File: src/rtl/afg_pkg.sv
package afg_pkg;

    localparam int unsigned BUS_ADDR_W = 12;
    localparam int unsigned BUS_DATA_W = 32;
    localparam int unsigned PORT_PINS  = 8;

    localparam logic [BUS_ADDR_W-1:0] OFF_AFSEL  = 12'h420;
    localparam logic [BUS_ADDR_W-1:0] OFF_LOCK   = 12'h520;
    localparam logic [BUS_ADDR_W-1:0] OFF_COMMIT = 12'h524;

    localparam logic [BUS_DATA_W-1:0] UNLOCK_KEY = 32'h0ACC_E551;

    typedef enum logic [1:0] {
        REG_NONE,
        REG_AFSEL,
        REG_LOCK,
        REG_COMMIT
    } reg_sel_e;

    function automatic reg_sel_e decode_offset(input logic [BUS_ADDR_W-1:0] off);
        case (off)
            OFF_AFSEL:  return REG_AFSEL;
            OFF_LOCK:   return REG_LOCK;
            OFF_COMMIT: return REG_COMMIT;
            default:    return REG_NONE;
        endcase
    endfunction

endpackage

File: src/rtl/afg_key_lock.sv
module afg_key_lock
    import afg_pkg::*;
#(
    parameter int unsigned DATA_W = BUS_DATA_W
) (
    input  logic              clk,
    input  logic              rst,
    input  logic              wr_en,
    input  logic [DATA_W-1:0] wdata,
    output logic              locked_o
);

    logic locked_q;

    always_ff @(posedge clk) begin
        if (rst) begin
            locked_q <= 1'b1;
        end else if (wr_en) begin
            locked_q <= (wdata != UNLOCK_KEY);
        end
    end

    assign locked_o = locked_q;

    assert_key_opens_R2: assert property (@(posedge clk) disable iff (rst)
        (wr_en && wdata == UNLOCK_KEY) |=> !locked_o);

    assert_other_closes_R3: assert property (@(posedge clk) disable iff (rst)
        (wr_en && wdata != UNLOCK_KEY) |=> locked_o);

    assert_no_self_relock_R3: assert property (@(posedge clk) disable iff (rst)
        !wr_en |=> $stable(locked_o));

endmodule

File: src/rtl/afg_commit_reg.sv
module afg_commit_reg
    import afg_pkg::*;
#(
    parameter int unsigned PINS = PORT_PINS
) (
    input  logic            clk,
    input  logic            rst,
    input  logic            wr_en,
    input  logic            locked_i,
    input  logic [PINS-1:0] wdata,
    output logic [PINS-1:0] commit_o
);

    localparam logic [PINS-1:0] COMMIT_RESET = '1;

    logic [PINS-1:0] commit_q;

    always_ff @(posedge clk) begin
        if (rst) begin
            commit_q <= COMMIT_RESET;
        end else if (wr_en && !locked_i) begin
            commit_q <= wdata;
        end
    end

    assign commit_o = commit_q;

    assert_locked_ignored_R4: assert property (@(posedge clk) disable iff (rst)
        (wr_en && locked_i) |=> $stable(commit_o));

    assert_unlocked_loads_R4: assert property (@(posedge clk) disable iff (rst)
        (wr_en && !locked_i) |=> (commit_o == $past(wdata)));

endmodule

File: src/rtl/afg_select_reg.sv
module afg_select_reg
    import afg_pkg::*;
#(
    parameter int unsigned PINS = PORT_PINS
) (
    input  logic            clk,
    input  logic            rst,
    input  logic            wr_en,
    input  logic [PINS-1:0] commit_i,
    input  logic [PINS-1:0] wdata,
    output logic [PINS-1:0] af_o
);

    logic [PINS-1:0] af_q;

    for (genvar b = 0; b < PINS; b++) begin : g_pin
        always_ff @(posedge clk) begin
            if (rst) begin
                af_q[b] <= 1'b0;
            end else if (wr_en && commit_i[b]) begin
                af_q[b] <= wdata[b];
            end
        end
    end

    assign af_o = af_q;

    assert_guarded_bits_kept_R5: assert property (@(posedge clk) disable iff (rst)
        wr_en |=> (((af_o ^ $past(af_o)) & ~$past(commit_i)) == '0));

    assert_open_bits_follow_R7: assert property (@(posedge clk) disable iff (rst)
        wr_en |=> (((af_o ^ $past(wdata)) & $past(commit_i)) == '0));

    assert_idle_hold_R8: assert property (@(posedge clk) disable iff (rst)
        !wr_en |=> $stable(af_o));

endmodule

File: src/rtl/afg_guard.sv
module afg_guard
    import afg_pkg::*;
#(
    parameter int unsigned ADDR_W = BUS_ADDR_W,
    parameter int unsigned DATA_W = BUS_DATA_W,
    parameter int unsigned PINS   = PORT_PINS
) (
    input  logic              clk,
    input  logic              rst,
    input  logic              bus_wr,
    input  logic [ADDR_W-1:0] bus_addr,
    input  logic [DATA_W-1:0] bus_wdata,
    output logic [DATA_W-1:0] bus_rdata,
    output logic [PINS-1:0]   af_sel
);

    localparam int unsigned PAD_W = DATA_W - PINS;

    reg_sel_e        sel;
    logic            locked;
    logic [PINS-1:0] commit;
    logic [PINS-1:0] af_bits;

    assign sel = decode_offset(bus_addr);

    afg_key_lock #(.DATA_W(DATA_W)) u_lock (
        .clk      (clk),
        .rst      (rst),
        .wr_en    (bus_wr && sel == REG_LOCK),
        .wdata    (bus_wdata),
        .locked_o (locked)
    );

    afg_commit_reg #(.PINS(PINS)) u_commit (
        .clk      (clk),
        .rst      (rst),
        .wr_en    (bus_wr && sel == REG_COMMIT),
        .locked_i (locked),
        .wdata    (bus_wdata[PINS-1:0]),
        .commit_o (commit)
    );

    afg_select_reg #(.PINS(PINS)) u_select (
        .clk      (clk),
        .rst      (rst),
        .wr_en    (bus_wr && sel == REG_AFSEL),
        .commit_i (commit),
        .wdata    (bus_wdata[PINS-1:0]),
        .af_o     (af_bits)
    );

    always_comb begin
        case (sel)
            REG_AFSEL:  bus_rdata = {{PAD_W{1'b0}}, af_bits};
            REG_COMMIT: bus_rdata = {{PAD_W{1'b0}}, commit};
            REG_LOCK:   bus_rdata = {{(DATA_W-1){1'b0}}, locked};
            default:    bus_rdata = '0;
        endcase
    end

    assign af_sel = af_bits;

    assert_upper_zero_R6: assert property (@(posedge clk) disable iff (rst)
        bus_rdata[DATA_W-1:PINS] == '0);

    assert_afsel_port_matches_R1: assert property (@(posedge clk) disable iff (rst)
        (sel == REG_AFSEL) |-> (bus_rdata[PINS-1:0] == af_sel));

    assert_commit_needs_unlock_R4: assert property (@(posedge clk) disable iff (rst)
        (commit != $past(commit)) |-> !$past(locked));

endmodule

File: config.mk
export PLATFORM = sky130hd
export DESIGN_NAME = afg_guard
export DESIGN_NICKNAME = d
export VERILOG_FILES = /design/src/rtl/afg_pkg.sv /design/src/rtl/afg_key_lock.sv /design/src/rtl/afg_commit_reg.sv /design/src/rtl/afg_select_reg.sv /design/src/rtl/afg_guard.sv
export SDC_FILE = /design/constraint.sdc
export NUM_CORES = 1
export LEC_CHECK = 0
export CELL_PAD_IN_SITES_DETAIL_PLACEMENT = 2
export CELL_PAD_IN_SITES_GLOBAL_PLACEMENT = 2
export CORE_ASPECT_RATIO = 0.8
export CORE_MARGIN = 2
export CORE_UTILIZATION = 17
export CTS_CLUSTER_SIZE = 24
export DETAILED_ROUTE_END_ITERATION = 8
export PLACE_DENSITY = 0.85
export SYNTH_ARGS = -nofsm -noshare
export SYNTH_HDL_FRONTEND = slang
export SYNTH_HIERARCHICAL = 1
export SYNTH_SLANG_ARGS = --single-unit
File: constraint.sdc
create_clock -name clk -period 2.9 [get_ports clk]
set_clock_uncertainty 0.1 [all_clocks]
set_input_delay 0.87 -clock clk [delete_from_list [all_inputs] [get_ports clk]]
set_output_delay 0.87 -clock clk [all_outputs]
set_load 0.03 [all_outputs]
=== Word level (Yosys, flattened, before mapping) ===
Index checks and enable logic that the tools add are counted.

* Register bits: 17
* Latch bits: 0
* RAM bits: 0
* Bits in read-only memories: 0
* Input port bits: 47
* Output and inout port bits: 40
* Word-level logic and storage cells: 32
* Memories kept: 0

* Add/subtract/negate cells: 0
* Multipliers: 0
* Div/mod/pow operators: 0
* Order comparisons: 0
* Equal/unequal tests: 7
* Shift operators: 0
* Muxes and demuxes: 2
* Bitwise operators: 0
* Reduce and logical (&&, ||, !) cells: 13

{| class="wikitable"
|+ Operators by type and width
! kind !! number
|-
| $eq A12 B11 Y1 const B || 3
|-
| $ne A32 B28 Y1 const B || 1
|-
| $pmux W8 S3 || 1
|-
| $logic_and A1 B1 Y1 || 12
|-
| $pmux W2 S3 || 1
|-
| $eq A2 B2 Y1 const B || 2
|-
| $eq A2 B1 Y1 const B || 1
|-
| $logic_not A1 Y1 || 1
|}

=== Logic depth before layout (Yosys ltp) ===
Gate-level depths: netlist (run 1).

* Depth in word-level cells: 5
* Mapped depth: 8
* Depth with buffers taken out: 7

=== Modules after synthesis ===
The synthesis (run 1) kept the hierarchy.

{| class="wikitable"
|+ Modules (own cells, without submodules)
! module !! instances !! cells each !! area each (sq um) !! seq. area each (sq um)
|-
| afg_guard || 1 || 55 || 366.6 || 0.0
|-
| afg_commit_reg || 1 || 36 || 356.6 || 160.2
|-
| afg_select_reg || 1 || 35 || 346.6 || 160.2
|-
| afg_key_lock || 1 || 14 || 123.9 || 20.0
|}

=== Worst setup path before layout (run 1) ===
OpenSTA, ideal clock, no wires.

* Kind: input to output
* Start: in bus_addr[7]
* End: out bus_rdata[0]
* Data arrival time: 1852 ps
* Data required time: 1930 ps
* Path slack: 78 ps
* Stages: 4
* Buffers on the path: 1
* Cell sequence: nor4_1 > nand4b_1 > buf_6 > nor2_1

* Longest elaborated chain between the ends: 4
* Elaborated cells between the ends (all ways): 8
* Classes of those cells: eq/ne (6); mux (2)

{| class="wikitable"
|+ Ends and longest elaborated chain
! what !! line !! text
|-
| start: declaration || afg_guard.sv:11 || <nowiki>input logic [ADDR_W-1:0] bus_addr,</nowiki>
|-
| $eq A12 B11 Y1 || afg_pkg.sv:21 || <nowiki>case (off)</nowiki>
|-
| $pmux W2 S3 * || afg_pkg.sv:21 ||
|-
| $eq A2 B2 Y1 or $eq A2 B1 Y1 (tied branches) || afg_guard.sv:53 || <nowiki>case (sel)</nowiki>
|-
| $pmux W8 S3 * || afg_guard.sv:53 ||
|-
| end: declaration || afg_guard.sv:13 || <nowiki>output logic [DATA_W-1:0] bus_rdata,</nowiki>
|}

Mark *: on every way between the ends. The rest lies on a longest branch, timed or not.

=== Worst setup path in the final report (run 1) ===
* Start: in bus_addr[4]
* End: out bus_rdata[3]

Same word-level chain as after synthesis.

==> flow_results.xml, run 1 <==
<?xml version="1.0" encoding="UTF-8"?>
<metrics>
  <group name="sta">
    <metric name="grt_setup_unrepaired" unit="">true</metric>
    <metric name="final-setup-viol-count" unit="">3</metric>
    <metric name="final.min_clock_period" unit="ps">2920</metric>
    <metric name="min_period_over_period" unit="%">101</metric>
    <metric name="final-max-slew-violation-count" unit="">0</metric>
    <metric name="max_clock_freq" unit="GHz">0.342</metric>
    <metric name="setup_ws" unit="ps">-21.7</metric>
    <metric name="finalHoldViolCount" unit="">0</metric>
  </group>
  <group name="job">
    <metric name="timing.max_cap.violations" unit="">0</metric>
  </group>
  <group name="status">
    <metric name="status" unit="">complete, but fails checks</metric>
    <metric name="violations" unit="">negative setup slack</metric>
  </group>
  <group name="power">
    <metric name="cellPowerDensity" unit="nW/µm²">275</metric>
    <metric name="vdd_ir_drop_max" unit="µV">133</metric>
    <metric name="power_leakage" unit="nW">0.711</metric>
    <metric name="post-layout-total-power" unit="µW">561</metric>
  </group>
  <group name="worst_setup_path">
    <metric name="crit_required" unit="ps">1930</metric>
    <metric name="timing_worst_setup_path_type" unit="">in2out</metric>
    <metric name="worst-endpoint-arrival" unit="ps">1950</metric>
    <metric name="cells_along_the_critical_path" unit="">buf_2 -&gt; nor4b_2 -&gt; nand4b_1 -&gt; buf_6 -&gt; nor2_4 -&gt; buf_12</metric>
    <metric name="r2r.worst_path.cells" unit="">2</metric>
    <metric name="worst_setup_path_end_kind" unit="">primary output</metric>
    <metric name="r2r_setup_slack" unit="ps">1830</metric>
    <metric name="worstSetupStartpoint" unit="">bus_addr[4]</metric>
    <metric name="worst_r2r_startpoint" unit="">u_lock/locked_o$_SDFFE_PP1P_</metric>
    <metric name="worst_setup_path_start_kind" unit="">input port</metric>
    <metric name="path_max_fanout" unit="">5</metric>
    <metric name="critical_path.endpoint" unit="">bus_rdata[3]</metric>
    <metric name="timing.critical_path.max_delay_family" unit="">simple AND/OR/NAND/NOR gates</metric>
    <metric name="max_incr_delay_on_cp" unit="ps">250</metric>
    <metric name="critical_path.slowest_cell" unit="">nor4b_2</metric>
    <metric name="total_buffers_and_inverters_traversed_by_the_critical_path" unit="">3</metric>
    <metric name="worstReg2RegEnd" unit="">u_commit/commit_o[4]$_SDFFE_PP1P_</metric>
    <metric name="cp.depth" unit="">6</metric>
  </group>
  <group name="clock_tree">
    <metric name="clkLatencyLatePin" unit="ps">250</metric>
    <metric name="cts_htree_levels" unit="">1</metric>
    <metric name="cts_tree" unit="">done</metric>
    <metric name="cts-root-to-sink-buffers" unit="">2</metric>
    <metric name="cts-hold-fix-buffers" unit="">0</metric>
    <metric name="tritoncts.num_buffers" unit="">3</metric>
    <metric name="cts_root_buf" unit="">clkbuf_8</metric>
    <metric name="clock_sink_count" unit="">17</metric>
    <metric name="cts.reportedPaths.clkPinSlew" unit="ps">70</metric>
  </group>
  <group name="drt">
    <metric name="detail_route.iter0.violations" unit="">45</metric>
    <metric name="detailroute.via_count" unit="">1169</metric>
    <metric name="wl_met3" unit="µm">252</metric>
    <metric name="met1Wirelength" unit="µm">1900</metric>
    <metric name="post_detailed_route_drc_marker_count" unit="">0</metric>
    <metric name="wl" unit="µm">4220</metric>
    <metric name="topRoutingLayerUsed" unit="">met4</metric>
    <metric name="ant_nets" unit="">0</metric>
    <metric name="detail_route.wl_per_cell" unit="µm">14.4</metric>
    <metric name="routed-wl-met2" unit="µm">2070</metric>
    <metric name="firstDrtPassIters" unit="">4</metric>
    <metric name="route.detailed.vias_per_inst" unit="">3.99</metric>
  </group>
  <group name="hold_path">
    <metric name="timing.hold.worst.class" unit="">reg2reg</metric>
  </group>
  <group name="synth">
    <metric name="synth.cell_area" unit="µm²">1190</metric>
    <metric name="synthMostInstantiatedCell" unit="">nor2_1</metric>
    <metric name="synth.top_cells.by_area" unit="">dfxtp_1 29%, buf_4 15%, nor2_1 8.2%, mux2i_1 6.7%, a21bo_2 5.0%</metric>
    <metric name="synth.ff_latch_count" unit="">17</metric>
    <metric name="ys_types" unit="">29</metric>
    <metric name="synthArstFlopShare" unit="%">0</metric>
    <metric name="synthDominantAreaCellType" unit="">dfxtp_1</metric>
    <metric name="ys_warn_count" unit="">6</metric>
    <metric name="syn-instance-count" unit="">140</metric>
    <metric name="synth_seq_area_share" unit="%">28.5</metric>
    <metric name="synth_top_cell_area_share" unit="%">28.5</metric>
    <metric name="ys_top_cells_by_count" unit="">26 x nor2_1, 24 x buf_4, 17 x dfxtp_1, 9 x a21oi_1</metric>
    <metric name="synth_area_per_cell" unit="µm²">8.53</metric>
    <metric name="number_of_flops_mapped_to_enable_cells_by_yosys" unit="">0</metric>
    <metric name="ys.flop_type" unit="">dfxtp_1</metric>
  </group>
  <group name="place">
    <metric name="routabilityCongestion" unit="">0.710</metric>
    <metric name="cell_area_after_placement" unit="µm²">1850</metric>
    <metric name="port_buffers" unit="">62</metric>
    <metric name="final_hpwl_from_detailed_placement" unit="µm">3270</metric>
  </group>
  <group name="die">
    <metric name="ios" unit="">87</metric>
    <metric name="initial_standard_cell_utilization_of_the_core" unit="%">17.4</metric>
    <metric name="die-height" unit="µm">78.9</metric>
    <metric name="dieWidth" unit="µm">97.7</metric>
    <metric name="row_count" unit="">27</metric>
    <metric name="die_area" unit="µm²">7710</metric>
    <metric name="total_core_area" unit="µm²">6860</metric>
  </group>
  <group name="global_route">
    <metric name="groute.usage.overall" unit="%">11.0</metric>
    <metric name="grt_first_pass_wirelength" unit="µm">6660</metric>
    <metric name="total_congestion_overflow" unit="">0</metric>
    <metric name="initial_antenna_violation_count" unit="">0</metric>
    <metric name="grt_pass1_vias" unit="">1253</metric>
    <metric name="largest_net_degree_at_the_start_of_global_routing" unit="">26</metric>
  </group>
  <group name="layout">
    <metric name="drive_above_1_share" unit="%">28.6</metric>
    <metric name="antenna_cells" unit="">0</metric>
    <metric name="fillers" unit="">785</metric>
    <metric name="areaGrowthSynthToFinish" unit="%">71.1</metric>
    <metric name="numnets_final" unit="">254</metric>
    <metric name="final_area" unit="µm²">2040</metric>
  </group>
</metrics>
[logic make-up after synthesis]
family	after synthesis	share of synthesized area, %
compound gates	25	15.5
buf+inv	32	21.7
flops	17	28.5
mux	9	7.65
other cells	1	0.314
simple gates	56	26.3
[worst min-delay path by stage]
stage | start | to | slack (ps) | cells after the start
after CTS | u_commit/commit_o[0]$_SDFFE_PP1P_ | u_select/af_o[0]$_SDFFE_PP0P_ | 440 | 2
after floorplan | u_commit/commit_o[0]$_SDFFE_PP1P_ | u_select/af_o[0]$_SDFFE_PP0P_ | 380 | 2
after global routing | u_commit/commit_o[0]$_SDFFE_PP1P_ | u_select/af_o[0]$_SDFFE_PP0P_ | 450 | 2
after global placement | u_commit/commit_o[0]$_SDFFE_PP1P_ | u_select/af_o[0]$_SDFFE_PP0P_ | 400 | 2
after detailed placement | u_commit/commit_o[3]$_SDFFE_PP1P_ | u_select/af_o[3]$_SDFFE_PP0P_ | 420 | 2
final | u_commit/commit_o[3]$_SDFFE_PP1P_ | u_select/af_o[3]$_SDFFE_PP0P_ | 440 | 2
[layout by cell type, fill, tap and decap left out, types with 6 or more instances in the layout]
| master | netlist | final |
|---|---|---|
| a21bo_2 | 6 | 6 |
| a21oi_1 | 9 | 9 |
| a22oi_2 | 0 | 8 |
| buf_6 | 5 | 9 |
| clkdlybuf4s50_1 | 0 | 42 |
| conb_1 | 1 | 24 |
| dfxtp_1 | 17 | 17 |
| mux2i_1 | 8 | 8 |
| nand3_1 | 8 | 8 |
| nor2_1 | 26 | 17 |
| nor2_4 | 0 | 8 |
[what timing repair did]
item / 4_1_cts / 5_1_grt
resized for setup: 66 / 2
setup endpoints to repair: 9 / 9
setup buffers: 1 / 0
gates cloned: 1 / 0
pin swaps: 13 / 2
hold endpoints to repair: 0 / 0
[sequential cells by signal (all words and copies together) (netlist names)]
signal and flops:
u_commit/commit_o 8, u_lock/locked_o 1, u_select/af_o 8
[where the power goes]
part,total (mW),internal [mW],switching (mW)
combinational,0.148,0.0691,0.0788
sequential,0.233,0.233,0.0000106
clock,0.180,0.0953,0.0845
total,0.561,0.398,0.163
[routing by layer]
| metal | vias to the layer above | GRT usage, % |
|---|---|---|
| met3 | 2 | 2.99 |
| met2 | 38 | 18.8 |
| met1 | 555 | 14.2 |
| met5 | - | 0 |
| met4 | 0 | 1.25 |
| li1 | 574 | - |
[cell type report]
class	instances	area, µm²	area share [%]
clock buffer	3	41.3	2.02
multi-input combinational	114	813	39.8
clock inverter	1	5.00	0.245
tap	87	109	5.33
sequential	17	340	16.7
timing repair buffer	71	733	35.9
[worst register-to-register path, cell delays in order (launching register included)]
cell     delay (ps)
dfxtp_1         350
nor2b_4         300
mux2i_1         240
[per-stage QoR]
step                cells  setup TNS, ps  hold slack (ps)  util, %  setup WS (ps)
finish                293          -35.5              438     29.8          -21.7
floorplan             163              0              380        -           78.4
detailed placement    287          -3210              415     26.9           -401
CTS                   293          -21.1              441     29.6          -10.9
global placement      287          -2460              405     26.9           -311
global route          293           -427              453     29.8          -76.9
(Power assumes the default switching activity.)
==> run 2: changes to the inputs <==
--- a/config.mk
+++ b/config.mk
@@ -13,6 +13,8 @@
 export CTS_CLUSTER_SIZE = 24
 export DETAILED_ROUTE_END_ITERATION = 8
 export PLACE_DENSITY = 0.85
+export REMOVE_ABC_BUFFERS = 1
+export SKIP_LAST_GASP = 1
 export SYNTH_ARGS = -nofsm -noshare
 export SYNTH_HDL_FRONTEND = slang
 export SYNTH_HIERARCHICAL = 1
==> flow_results.xml, run 2 (synthesis results as in run 1) <==
<?xml version="1.0" encoding="UTF-8"?>
<metrics>
  <group name="layout">
    <metric name="areaGrowthSynthToFinish" unit="%">67.9</metric>
    <metric name="numnets_final" unit="">255</metric>
    <metric name="fillers" unit="">778</metric>
    <metric name="antenna_cells" unit="">0</metric>
    <metric name="final_area" unit="µm²">2000</metric>
    <metric name="drive_above_1_share" unit="%">28.0</metric>
    <metric name="layout.cells.non_filler" unit="">294</metric>
    <metric name="mostFrequentLayoutCells" unit="">42 x clkdlybuf4s50_1, 24 x conb_1, 17 x nor2_1, 17 x dfxtp_1, 13 x buf_6</metric>
    <metric name="layout_commonest_cell" unit="">clkdlybuf4s50_1</metric>
    <metric name="final_core_util" unit="%">29.2</metric>
  </group>
  <group name="sta">
    <metric name="grt_setup_unrepaired" unit="">true</metric>
    <metric name="setup_ws" unit="ps">-4.00</metric>
    <metric name="final-setup-viol-count" unit="">1</metric>
    <metric name="min_period_over_period" unit="%">100</metric>
    <metric name="max_clock_freq" unit="GHz">0.344</metric>
    <metric name="final-max-slew-violation-count" unit="">0</metric>
    <metric name="finalHoldViolCount" unit="">0</metric>
    <metric name="final.min_clock_period" unit="ps">2900</metric>
  </group>
  <group name="worst_setup_path">
    <metric name="path_max_fanout" unit="">5</metric>
    <metric name="r2r.worst_path.cells" unit="">2</metric>
    <metric name="timing.critical_path.max_delay_family" unit="">simple AND/OR/NAND/NOR gates</metric>
    <metric name="critical_path.slowest_cell" unit="">nor4_2</metric>
    <metric name="timing_worst_setup_path_type" unit="">in2out</metric>
    <metric name="total_buffers_and_inverters_traversed_by_the_critical_path" unit="">3</metric>
    <metric name="worstReg2RegEnd" unit="">u_commit/commit_o[6]$_SDFFE_PP1P_</metric>
    <metric name="critical_path.endpoint" unit="">bus_rdata[7]</metric>
    <metric name="max_incr_delay_on_cp" unit="ps">270</metric>
    <metric name="r2r_setup_slack" unit="ps">1790</metric>
    <metric name="path_common_cell" unit="">buf_6</metric>
    <metric name="crit_required" unit="ps">1930</metric>
    <metric name="worst_setup_path_end_kind" unit="">primary output</metric>
    <metric name="worstSetupStartpoint" unit="">bus_addr[11]</metric>
    <metric name="worst-endpoint-arrival" unit="ps">1930</metric>
    <metric name="cp.depth" unit="">6</metric>
    <metric name="cells_along_the_critical_path" unit="">buf_2 -&gt; nor4_2 -&gt; nand4b_1 -&gt; buf_6 -&gt; nor2_4 -&gt; buf_6</metric>
    <metric name="worst_setup_path_start_kind" unit="">input port</metric>
    <metric name="worst_r2r_startpoint" unit="">u_lock/locked_o$_SDFFE_PP1P_</metric>
  </group>
  <group name="global_route">
    <metric name="grt_first_pass_wirelength" unit="µm">6820</metric>
    <metric name="total_congestion_overflow" unit="">0</metric>
    <metric name="grt_pass1_vias" unit="">1302</metric>
    <metric name="largest_net_degree_at_the_start_of_global_routing" unit="">26</metric>
    <metric name="groute.usage.overall" unit="%">11.3</metric>
    <metric name="initial_antenna_violation_count" unit="">0</metric>
  </group>
  <group name="place">
    <metric name="final_hpwl_from_detailed_placement" unit="µm">3410</metric>
    <metric name="routabilityCongestion" unit="">0.692</metric>
    <metric name="port_buffers" unit="">62</metric>
    <metric name="placedCellCount" unit="">288</metric>
    <metric name="cell_area_after_placement" unit="µm²">1800</metric>
  </group>
  <group name="hold_path">
    <metric name="timing.hold.worst.class" unit="">reg2reg</metric>
    <metric name="worstHoldStart" unit="">u_commit/commit_o[0]$_SDFFE_PP1P_</metric>
    <metric name="holdPathStages" unit="">2</metric>
  </group>
  <group name="drt">
    <metric name="post_detailed_route_drc_marker_count" unit="">0</metric>
    <metric name="detail_route.iter0.violations" unit="">33</metric>
    <metric name="wl" unit="µm">4350</metric>
    <metric name="detailroute.via_count" unit="">1205</metric>
    <metric name="route.detailed.vias_per_inst" unit="">4.10</metric>
    <metric name="ant_nets" unit="">0</metric>
    <metric name="firstDrtPassIters" unit="">2</metric>
    <metric name="detail_route.wl_per_cell" unit="µm">14.8</metric>
  </group>
  <group name="clock_tree">
    <metric name="cts-root-to-sink-buffers" unit="">2</metric>
    <metric name="clock_sink_count" unit="">17</metric>
    <metric name="cts_tree" unit="">done</metric>
    <metric name="cts_root_buf" unit="">clkbuf_8</metric>
    <metric name="cts_htree_levels" unit="">1</metric>
    <metric name="cts.reportedPaths.clkPinSlew" unit="ps">70</metric>
    <metric name="cts-hold-fix-buffers" unit="">0</metric>
    <metric name="tritoncts.num_buffers" unit="">3</metric>
    <metric name="clkLatencyLatePin" unit="ps">260</metric>
  </group>
  <group name="job">
    <metric name="timing.max_cap.violations" unit="">0</metric>
  </group>
  <group name="die">
    <metric name="die-height" unit="µm">78.9</metric>
    <metric name="dieWidth" unit="µm">97.7</metric>
    <metric name="initial_standard_cell_utilization_of_the_core" unit="%">17.4</metric>
    <metric name="row_count" unit="">27</metric>
    <metric name="ios" unit="">87</metric>
    <metric name="die_area" unit="µm²">7710</metric>
    <metric name="total_core_area" unit="µm²">6860</metric>
  </group>
  <group name="power">
    <metric name="vdd_ir_drop_max" unit="µV">124</metric>
    <metric name="power_leakage" unit="nW">0.707</metric>
    <metric name="cellPowerDensity" unit="nW/µm²">284</metric>
    <metric name="post-layout-total-power" unit="µW">569</metric>
  </group>
  <group name="status">
    <metric name="status" unit="">complete, but fails checks</metric>
    <metric name="violations" unit="">negative setup slack</metric>
  </group>
</metrics>
[run 2: cell count changes in the layout (fill, tap and decap cells not counted), sizes merged]
cell           change
clkdlybuf4s15      +2
dlygate4sd2        -2
buf                +1
[run 2: worst min-delay path by stage]
| stage | end | slack [ps] |
|---|---|---|
| 6_report | u_select/af_o[0]$_SDFFE_PP0P_ | 430 |
| 5_1_grt | u_select/af_o[0]$_SDFFE_PP0P_ | 480 |
| 4_1_cts | u_select/af_o[0]$_SDFFE_PP0P_ | 430 |
| 3_5_place_dp | u_select/af_o[3]$_SDFFE_PP0P_ | 420 |
| 3_3_place_gp | u_select/af_o[0]$_SDFFE_PP0P_ | 410 |
| 2_1_floorplan | u_select/af_o[0]$_SDFFE_PP0P_ | 370 |
[run 2: report_power, final]
| part | internal (mW) | switching (mW) | leakage (nW) | total (mW) |
|---|---|---|---|---|
| clock network | 0.0957 | 0.0917 | 0.0255 | 0.187 |
| registers | 0.233 | 0.0000115 | 0.137 | 0.233 |
| logic | 0.0693 | 0.0785 | 0.544 | 0.148 |
[run 2: cell type report]
type | count | area, µm² | area share [%]
clock buffer | 3 | 41.3 | 2.06
clock inverter | 1 | 5.00 | 0.250
multi-input combinational | 114 | 801 | 40.0
sequential | 17 | 340 | 17.0
tap | 87 | 109 | 5.43
timing repair buffer | 72 | 708 | 35.3
[run 2: metal layers]
metal	track usage (%)	wire, µm	share of wire [%]	vias to the layer above
li1	-	-	-	577
met1	14.3	1950	45	580
met2	19.4	2140	49	43
met3	2.90	227	5.2	5
met4	2.50	37	0.85	0
met5	0	0	0	-
[run 2: timing repair]
| action | 4_1_cts | 5_1_grt |
|---|---|---|
| setup buffers | 1 | 0 |
| cloned | 1 | 0 |
| resized for setup | 61 | 11 |
| setup endpoints to repair | 8 | 8 |
| endpoints found under the hold margin | 0 | 0 |
| pin swaps | 12 | 3 |
[run 2: metrics by stage]
stage	TNS, ps	worst slack [ps]	hold WS [ps]
finish	-4.00	-4.00	426
global route	-501	-98.8	477
CTS	0	11.2	434
detailed placement	-2500	-342	419
global placement	-1920	-301	405
floorplan	-191	-23.9	374
[run 2: worst register-to-register path, cell delays in order (launching register included)]
cell	delay [ps]
dfxtp_1	360
nor2b_4	330
mux2i_1	250
==> run 3: changes to the inputs <==
--- a/config.mk
+++ b/config.mk
@@ -13,7 +13,6 @@
 export CTS_CLUSTER_SIZE = 24
 export DETAILED_ROUTE_END_ITERATION = 8
 export PLACE_DENSITY = 0.85
-export REMOVE_ABC_BUFFERS = 1
 export SKIP_LAST_GASP = 1
 export SYNTH_ARGS = -nofsm -noshare
 export SYNTH_HDL_FRONTEND = slang
==> results of run 3 <==
Same layout as run 1: the final DEF is identical, and so are final timing and power.
